<file path="src/rtl/lockset_pkg.sv">
package lockset_pkg;
  typedef enum logic [2:0] {
    RES_OK   = 3'd0,
    RES_VPP  = 3'd1,
    RES_PROT = 3'd2,
    RES_SEQ  = 3'd3,
    RES_LOCK = 3'd4,
    RES_TMO  = 3'd5
  } res_e;

  typedef enum logic [2:0] {
    ST_IDLE, ST_SETUP, ST_CONFIRM, ST_POLL, ST_CHECK, ST_CLEAR, ST_ARRAY
  } st_e;

  localparam logic [7:0] CMD_SETUP = 8'h60;
  localparam logic [7:0] CMD_BLK   = 8'h01;
  localparam logic [7:0] CMD_MST   = 8'hF1;
  localparam logic [7:0] CMD_CLR   = 8'h50;
  localparam logic [7:0] CMD_ARRAY = 8'hFF;

  localparam int SR_RDY  = 7;
  localparam int SR_B5   = 5;
  localparam int SR_B4   = 4;
  localparam int SR_VPP  = 3;
  localparam int SR_PROT = 1;
endpackage

</file>
<file path="src/rtl/lockset_decode.sv">
module lockset_decode
  import lockset_pkg::*;
(
  input  logic [7:0] stat_i,
  output res_e       code_o,
  output logic       err_o
);
  always_comb begin
    if (stat_i[SR_VPP])                     code_o = RES_VPP;
    else if (stat_i[SR_PROT])               code_o = RES_PROT;
    else if (stat_i[SR_B5] && stat_i[SR_B4]) code_o = RES_SEQ;
    else if (stat_i[SR_B4])                 code_o = RES_LOCK;
    else                                    code_o = RES_OK;
  end
  assign err_o = (code_o != RES_OK);
endmodule

</file>
<file path="src/rtl/lockset_addr.sv">
module lockset_addr #(
  parameter int ADDR_W    = 20,
  parameter int CNT_W     = 4,
  parameter int BLK_SHIFT = 16,
  parameter logic [ADDR_W-1:0] DEV_ADDR = '0
) (
  input  logic              clk_i,
  input  logic              rst_ni,
  input  logic              load_i,
  input  logic              step_i,
  input  logic              master_i,
  input  logic [CNT_W-1:0]  count_i,
  input  logic [ADDR_W-1:0] base_i,
  output logic [ADDR_W-1:0] addr_o,
  output logic              last_o
);
  logic [CNT_W-1:0]  idx_q, last_q;
  logic [ADDR_W-1:0] base_q;
  logic              mst_q;

  always_ff @(posedge clk_i or negedge rst_ni) begin
    if (!rst_ni) begin
      idx_q  <= '0;
      last_q <= '0;
      base_q <= '0;
      mst_q  <= 1'b0;
    end else if (load_i) begin
      idx_q  <= '0;
      base_q <= base_i;
      mst_q  <= master_i;
      // master: single op; zero count acts as one
      last_q <= (master_i || count_i == '0) ? '0 : count_i - 1'b1;
    end else if (step_i) begin
      idx_q <= idx_q + 1'b1;
    end
  end

  assign addr_o = mst_q ? DEV_ADDR : base_q + (ADDR_W'(idx_q) << BLK_SHIFT);
  assign last_o = (idx_q == last_q);
endmodule

</file>
<file path="src/rtl/lockset_timer.sv">
module lockset_timer #(
  parameter int LIMIT = 64
) (
  input  logic clk_i,
  input  logic rst_ni,
  input  logic clr_i,
  input  logic tick_i,
  output logic expired_o
);
  localparam int W = $clog2(LIMIT + 1);
  logic [W-1:0] cnt_q;

  always_ff @(posedge clk_i or negedge rst_ni) begin
    if (!rst_ni)     cnt_q <= '0;
    else if (clr_i)  cnt_q <= '0;
    else if (tick_i) cnt_q <= cnt_q + 1'b1;
  end

  assign expired_o = tick_i && (cnt_q == W'(LIMIT - 1));
endmodule

</file>
<file path="src/rtl/lockset_seq.sv">
module lockset_seq
  import lockset_pkg::*;
#(
  parameter int ADDR_W      = 20,
  parameter int CNT_W       = 4,
  parameter int BLK_SHIFT   = 16,
  parameter int TIMEOUT_CYC = 64,
  parameter logic [ADDR_W-1:0] DEV_ADDR = '0
) (
  input  logic              clk_i,
  input  logic              rst_ni,
  input  logic              start_i,
  input  logic              master_i,
  input  logic              check_each_i,
  input  logic [CNT_W-1:0]  count_i,
  input  logic [ADDR_W-1:0] base_i,
  input  logic [7:0]        bus_rdata_i,
  output logic              bus_we_o,
  output logic              bus_re_o,
  output logic [ADDR_W-1:0] bus_addr_o,
  output logic [7:0]        bus_wdata_o,
  output logic              busy_o,
  output logic              done_o,
  output logic [2:0]        result_o
);
  st_e  st_q, st_d;
  logic mst_q, each_q, done_q;
  logic [7:0] stat_q;
  res_e res_q, res_d, dec_code;
  logic [2:0] result_q;
  logic dec_err;

  logic load, step, tick, tclr, expired, last;
  logic [ADDR_W-1:0] op_addr;

  lockset_addr #(
    .ADDR_W(ADDR_W), .CNT_W(CNT_W), .BLK_SHIFT(BLK_SHIFT), .DEV_ADDR(DEV_ADDR)
  ) i_addr (
    .clk_i(clk_i), .rst_ni(rst_ni), .load_i(load), .step_i(step),
    .master_i(master_i), .count_i(count_i), .base_i(base_i),
    .addr_o(op_addr), .last_o(last)
  );

  lockset_timer #(.LIMIT(TIMEOUT_CYC)) i_timer (
    .clk_i(clk_i), .rst_ni(rst_ni), .clr_i(tclr), .tick_i(tick),
    .expired_o(expired)
  );

  lockset_decode i_dec (.stat_i(stat_q), .code_o(dec_code), .err_o(dec_err));

  wire rdy = bus_rdata_i[SR_RDY];

  always_comb begin
    st_d        = st_q;
    res_d       = res_q;
    load        = 1'b0;
    step        = 1'b0;
    tick        = 1'b0;
    tclr        = 1'b0;
    bus_we_o    = 1'b0;
    bus_re_o    = 1'b0;
    bus_addr_o  = op_addr;
    bus_wdata_o = 8'h00;
    unique case (st_q)
      ST_IDLE: if (start_i) begin
        load  = 1'b1;
        res_d = RES_OK;
        st_d  = ST_SETUP;
      end
      ST_SETUP: begin
        bus_we_o    = 1'b1;
        bus_wdata_o = CMD_SETUP;
        st_d        = ST_CONFIRM;
      end
      ST_CONFIRM: begin
        bus_we_o    = 1'b1;
        bus_wdata_o = mst_q ? CMD_MST : CMD_BLK;
        tclr        = 1'b1;
        st_d        = ST_POLL;
      end
      ST_POLL: begin
        bus_re_o = 1'b1;
        if (rdy) begin
          if (each_q || last) st_d = ST_CHECK;
          else begin
            step = 1'b1;
            st_d = ST_SETUP;
          end
        end else begin
          tick = 1'b1;
          if (expired) begin
            res_d = RES_TMO;
            st_d  = ST_ARRAY;
          end
        end
      end
      ST_CHECK: begin
        if (dec_err) begin
          res_d = dec_code;
          st_d  = ST_CLEAR;
        end else if (last) begin
          st_d = ST_ARRAY;
        end else begin
          step = 1'b1;
          st_d = ST_SETUP;
        end
      end
      ST_CLEAR: begin
        bus_we_o    = 1'b1;
        bus_wdata_o = CMD_CLR;
        bus_addr_o  = DEV_ADDR;
        st_d        = ST_ARRAY;
      end
      ST_ARRAY: begin
        bus_we_o    = 1'b1;
        bus_wdata_o = CMD_ARRAY;
        bus_addr_o  = DEV_ADDR;
        st_d        = ST_IDLE;
      end
      default: st_d = ST_IDLE;
    endcase
  end

  always_ff @(posedge clk_i or negedge rst_ni) begin
    if (!rst_ni) begin
      st_q     <= ST_IDLE;
      mst_q    <= 1'b0;
      each_q   <= 1'b0;
      stat_q   <= '0;
      res_q    <= RES_OK;
      done_q   <= 1'b0;
      result_q <= '0;
    end else begin
      st_q   <= st_d;
      res_q  <= res_d;
      done_q <= (st_q == ST_ARRAY);
      if (load) begin
        mst_q  <= master_i;
        each_q <= check_each_i;
      end
      if (st_q == ST_POLL && rdy) stat_q <= bus_rdata_i;
      if (st_q == ST_ARRAY) result_q <= res_q;
    end
  end

  assign busy_o   = (st_q != ST_IDLE);
  assign done_o   = done_q;
  assign result_o = result_q;
endmodule

</file>
<file path="config.mk">
export PLATFORM = sky130hd
export DESIGN_NAME = lockset_seq
export DESIGN_NICKNAME = d
export VERILOG_FILES = /design/src/rtl/lockset_pkg.sv /design/src/rtl/lockset_decode.sv /design/src/rtl/lockset_addr.sv /design/src/rtl/lockset_timer.sv /design/src/rtl/lockset_seq.sv
export SDC_FILE = /design/constraint.sdc
export NUM_CORES = 1
export LEC_CHECK = 0
export BUFFER_PORTS_ARGS = -buffer_cell sky130_fd_sc_hd__buf_4
export CORE_AREA = 2 2 103 105
export CTS_CLUSTER_SIZE = 28
export DETAILED_ROUTE_END_ITERATION = 6
export DIE_AREA = 0 0 105 107
export MAX_ROUTING_LAYER = met4
export PLACE_DENSITY = 0.57
export SETUP_SLACK_MARGIN = 0.5
export SYNTH_ARGS = -nofsm -noshare
export SYNTH_HDL_FRONTEND = slang
export SYNTH_HIERARCHICAL = 1
export SYNTH_SLANG_ARGS = --single-unit
</file>
<file path="constraint.sdc">
create_clock -name clk_i -period 2.6 [get_ports clk_i]
set_input_delay 0.26 -clock clk_i [delete_from_list [all_inputs] [get_ports clk_i]]
set_output_delay 0.26 -clock clk_i [all_outputs]
set_load 0.005 [all_outputs]
</file>
==> Word-level counts from Yosys, hierarchy flattened <==
Index checks and enable logic that the tools add are counted.
{ "word_totals": {"ff_bits": 53, "in_bits": 37, "out_inout_bits": 35, "elab_cells": 81} }
{ "op_classes": {"add_sub_neg": 4, "eq_ne": 13, "n_mux": 37, "n_reduce_logical": 16} }
{ "ops": {"columns": ["cell", "n"], "rows": [
  ["$mux W3", 14],
  ["$mux W20", 2],
  ["$pmux W8 S4", 1],
  ["$add A20 B20 Y20", 1],
  ["$pmux W3 S6", 1],
  ["$mux W7", 2],
  ["$mux W4", 3],
  ["$mux W1", 11],
  ["$eq A3 B3 Y1 const B", 3],
  ["$pmux W3 S3", 1],
  ["$reduce_bool A3 Y1", 3],
  ["$mux W8", 1],
  ["$ne A2 B2 Y1 const B", 4],
  ["$add A7 B1 Y7 const B", 1],
  ["$eq A7 B6 Y1 const B", 1],
  ["$eq A3 B2 Y1 const B", 2],
  ["$reduce_and A5 Y1", 1],
  ["$add A4 B1 Y4 const B", 1],
  ["$eq A4 B4 Y1", 1],
  ["$logic_not A4 Y1", 1],
  ["$reduce_bool A2 Y1", 2],
  ["$reduce_or A4 Y1", 1],
  ["$sub A4 B1 Y4 const B", 1],
  ["$eq A3 B1 Y1 const B", 1],
  ["other kinds (7)", 10]
]} }

==> Logic depth before layout (Yosys ltp) <==
{ "depth": {"depth_word": 9, "ltp_mapped": 9, "mapped_depth_nobuf": 8} }

==> Cells and area by module <==
The synthesis kept the hierarchy.
{ "by_module_without_submodules": {"columns": ["module", "n_inst", "cells_per_inst", "area_per_inst_um2", "seq_area_each_um2"], "rows": [
  ["lockset_addr", 1, 114, 1427.6, 725.7],
  ["lockset_seq", 1, 114, 1152.4, 500.5],
  ["lockset_timer", 1, 32, 335.3, 175.2],
  ["lockset_decode", 1, 6, 35.0, 0.0]
]} }

==> Least setup slack after synthesis <==
Ideal clock, no wire load.
{ "synth_timing": {"path_kind": "reg-to-reg", "from": "reg st_q[2]", "to": "reg res_q[0]", "setup_time_ps": 79, "arrival_ps": 1917, "required_time_ps": 2521, "path_slack_ps": 604, "stages_incl_launch_ff": 10, "path_buffers": 1, "synth_period_minus_slack_ps": 1996, "path_cell_list": "dfrtp_1 > nand3b_2 > nor2_1 > buf_6 > nand3_1 > or3_1 > inv_1 > nand2b_1 > o32ai_2 > mux2i_1"} }
{ "synth_via": {"elab_chain_len": 5, "word_cells_on_any_way": 12, "cone_classes": "6 x eq/ne; 2 x mux; 4 x reduce/logical"} }
{ "synth_rtl": {"columns": ["item", "line_no", "text"], "rows": [
  ["start: declaration", "lockset_seq.sv:26", "st_e st_q, st_d;"],
  ["start signal: assignment", "lockset_seq.sv:134", "st_q <= st_d;"],
  ["$eq A3 B2 Y1", "lockset_seq.sv:64", "unique case (st_q)"],
  ["$mux W1", "lockset_seq.sv:64", null],
  ["via tick", "lockset_seq.sv:33", "logic load, step, tick, tclr, expired, last;"],
  ["$logic_and A1 B1 Y1", "lockset_timer.sv:19", "assign expired_o = tick_i && (cnt_q == W'(LIMIT - 1));"],
  ["via expired", "lockset_seq.sv:33", null],
  ["$ne A2 B2 Y1 (no source line)", null, null],
  ["$reduce_and A5 Y1 (no source line)", null, null],
  ["end signal: assignment", "lockset_seq.sv:135", "res_q <= res_d;"],
  ["end: declaration", "lockset_seq.sv:29", "res_e res_q, res_d, dec_code;"]
]} }
The timed path passes the listed nets, and every way through them passes these cells.
A chain may end at the register's enable or synchronous reset.

==> Final worst setup path <==
{ "layout_timing": {"from": "reg i_addr.idx_q[0]", "to": "out bus_addr_o[18]"} }
{ "layout_via": {"elab_chain_len": 3} }
{ "layout_rtl": {"columns": ["item", "line_no", "text"], "rows": [
  ["start: declaration", "lockset_addr.sv:17", "logic [CNT_W-1:0] idx_q, last_q;"],
  ["start signal: assignment", "lockset_addr.sv:34", "idx_q <= idx_q + 1'b1;"],
  ["$add A20 B20 Y20", "lockset_addr.sv:38", "assign addr_o = mst_q ? DEV_ADDR : base_q + (ADDR_W'(idx_q) << BLK_SHIFT);"],
  ["$mux W20", "lockset_addr.sv:38", null],
  ["via op_addr[18]", "lockset_seq.sv:34", "logic [ADDR_W-1:0] op_addr;"],
  ["$mux W20", "lockset_seq.sv:64", null],
  ["end: declaration", "lockset_seq.sv:20", "output logic [ADDR_W-1:0] bus_addr_o,"]
]} }
The timed path passes the listed nets, and every way through them passes these cells.

==> qor.csv <==
stage,metric,value,unit
route,wl_per_cell,12.5,µm
critical_path,cpLargestDelayFamily,adder cells,
clock_network,clock_path_buffers,2,
layout,multi_input_area,1440,µm²
grt,antenna_found_initial,0,
critical_path,worstPathArrival,1.80,ns
pwr,p_leak,0.00171,µW
layout,n_fill_cell,1063,
yosys,synth_area,2810,µm²
run_status,status,"complete, but fails checks",
critical_path,worstSetupEndpointType,output pin,
timing,drv_slew,0,
clock_network,cts_made_buffers,5,
clock_network,cts-htree-levels,2,
critical_path,cp_slowest_stage_delay,0.45,ns
critical_path,slowest_stage,dfrtp_2,
die,coreArea,10100,µm²
die,ios,72,
timing,tightest_slew,0.668,ns
clock_network,cts_hold_buf,0,
critical_path,path_cells,"ha_4, fa_2, xnor2_2, nor2_1, and2_1, buf_4",
route,routed_via_density,4.42,
critical_path,worstPathRequired,2.34,ns
die,initial_utilization,0.278,
timing,finalHoldViolCount,21,
place,io_buffers,68,
yosys,synth_cells,258,
timing,fin_worst_hold_slack,-0.0264,ns
place,gp_congestion,0.796,
route,vias,2053,
clock_network,cts.clk_slew.worst_paths,0.09,ns
grt,grt_pass1_vias,2009,
pwr,max-vdd-ir-drop,0.000307,V
die,die_y,107,µm
place,dp_hpwl,4190,µm
route,drtAntennaViolNets,0,
layout,final_util,0.361,
timing,fin_skew,0.00317,ns
clock_network,root_buffer,clkbuf_8,
critical_path,critical_path_class,reg2out,
route,routed_wl,5810,µm
timing,slew-limit-headroom,0.555,
die,die_area,11200,µm²
hold_path,min_path_type,in2async,
grt,overflow,0,
die,die_w,105,µm
grt,grt_pass1_wl,9550,µm
critical_path,crit_path_start_kind,flip-flop,
timing,setup_tns,0,ns
clock_network,cts_tree,done,
timing,finalCritPeriodShare,0.793,
die,num_rows,37,
critical_path,path_buf_inv,1,
critical_path,rr_worst_depth,8,
route,drt-initial-drc-count,84,
flow_run,cap_violations,0,
layout,drive_gt1_frac,0.384,
layout,regArea,1310,µm²
timing,rsz0062_at_grt,yes,
yosys,syn_nets,302,
layout,area_growth,29.7,%
timing,setup_viol,0,
critical_path,timing.rr.start,st_q[0],
yosys,avgSynthCellArea,10.9,µm²
route,drc,0,
route,first_pass_iters,4,
clock_network,clock-sinks,52,
layout,n_antenna_cell,0,
run_status,violations,negative hold slack,
clock_network,clock_latency,0.30,ns
place,dp_cells,455,
critical_path,timing.rr.end,res_q[0],
layout,final_nets,371,
critical_path,crit_fanout,2,
timing,layout_min_cycle_time,2.06,ns
critical_path,rrSetupSlack,0.65,ns
pwr,p_per_area,1100,nW/µm²
timing,max_freq,0.485,GHz
grt,grt_usage,0.107,
layout,stdcell_count,464,
grt,grt_max_degree,53,
yosys,ys_warn_count,6,
## power breakdown
part | leakage, µW | switching (µW) | total, µW | internal, µW
clock | 0.0000558 | 275 | 566 | 291
sequential | 0.000647 | 293 | 1440 | 1150
combinational | 0.00100 | 840 | 1990 | 1150
## repair_timing
action | in CTS | in global routing
buffers inserted | 1 | 0
setup endpoints to repair | 2 | 24
gates resized for setup | 2 | 13
pin swaps | 1 | 3
## routing by layer
metal,global-route usage,share of wire
met2,0.174,0.49
met4,0.0314,0.0077
met5,-,0
met3,0.0219,0.037
met1,0.136,0.47
## cell usage in the layout, fill, tap and decap left out, drive strengths merged, types with 9 or more instances in the layout
cell type	count
mux2	29
inv	15
and2	20
nand2	12
nor2	17
xor2	11
nor2b	19
dfrtp	52
buf	75
a21oi	9
## worst reg2reg max path: cells and delay by family, from the launching register on
| kind | cells | cell delay (ns) |
|---|---|---|
| AND/OR/NAND/NOR | 5 | 0.87 |
| flip-flops | 1 | 0.50 |
| multiplexers | 1 | 0.22 |
| AO/OA/AOI/OAI | 1 | 0.19 |
| buffers and inverters | 1 | 0.10 |
## registers in the layout, indices dropped and copies added, names as in the netlist
register,count
i_addr/base_q,20
i_addr/mst_q,1
res_q,3
i_timer/cnt_q,7
mst_q,1
i_addr/last_q,4
result_o,3
each_q,1
stat_q,4
i_addr/idx_q,4
st_q,3
done_o,1
## metrics by stage
| step | hold slack, ns | power, µW | worst slack (ns) | instance area, µm² |
|---|---|---|---|---|
| global route | 0.0233 | 4330 | 0.456 | 3640 |
| CTS | 0.00362 | 3950 | 0.511 | 3580 |
| finish | -0.0264 | 3990 | 0.539 | 3640 |
| floorplan | -0.0356 | 2580 | 0.604 | 2810 |
| detailed placement | 0.347 | 3360 | 0.620 | 3450 |
| global placement | 0.342 | 3330 | 0.640 | 3450 |
## layout make-up
class                           count  area share
Clock buffer                        6      0.0199
Clock inverter                      2      0.0106
Inverter                           14      0.0144
Multi-Input combinational cell    179       0.394
Sequential cell                    52       0.358
Tap cell                          136      0.0467
Timing Repair Buffer               75       0.156
## worst max-delay path by stage
stage	end	startpoint	slack, ns	depth (start not counted)
detailed placement	res_q[2]	st_q[2]	0.62	8
CTS	bus_addr_o[18]	i_addr/idx_q[0]	0.51	6
global placement	res_q[2]	st_q[2]	0.64	8
finish	bus_addr_o[18]	i_addr/idx_q[0]	0.54	6
global route	bus_addr_o[18]	i_addr/idx_q[0]	0.46	6
floorplan	res_q[0]	st_q[2]	0.60	9
Power figures use the tool's default switching activity.
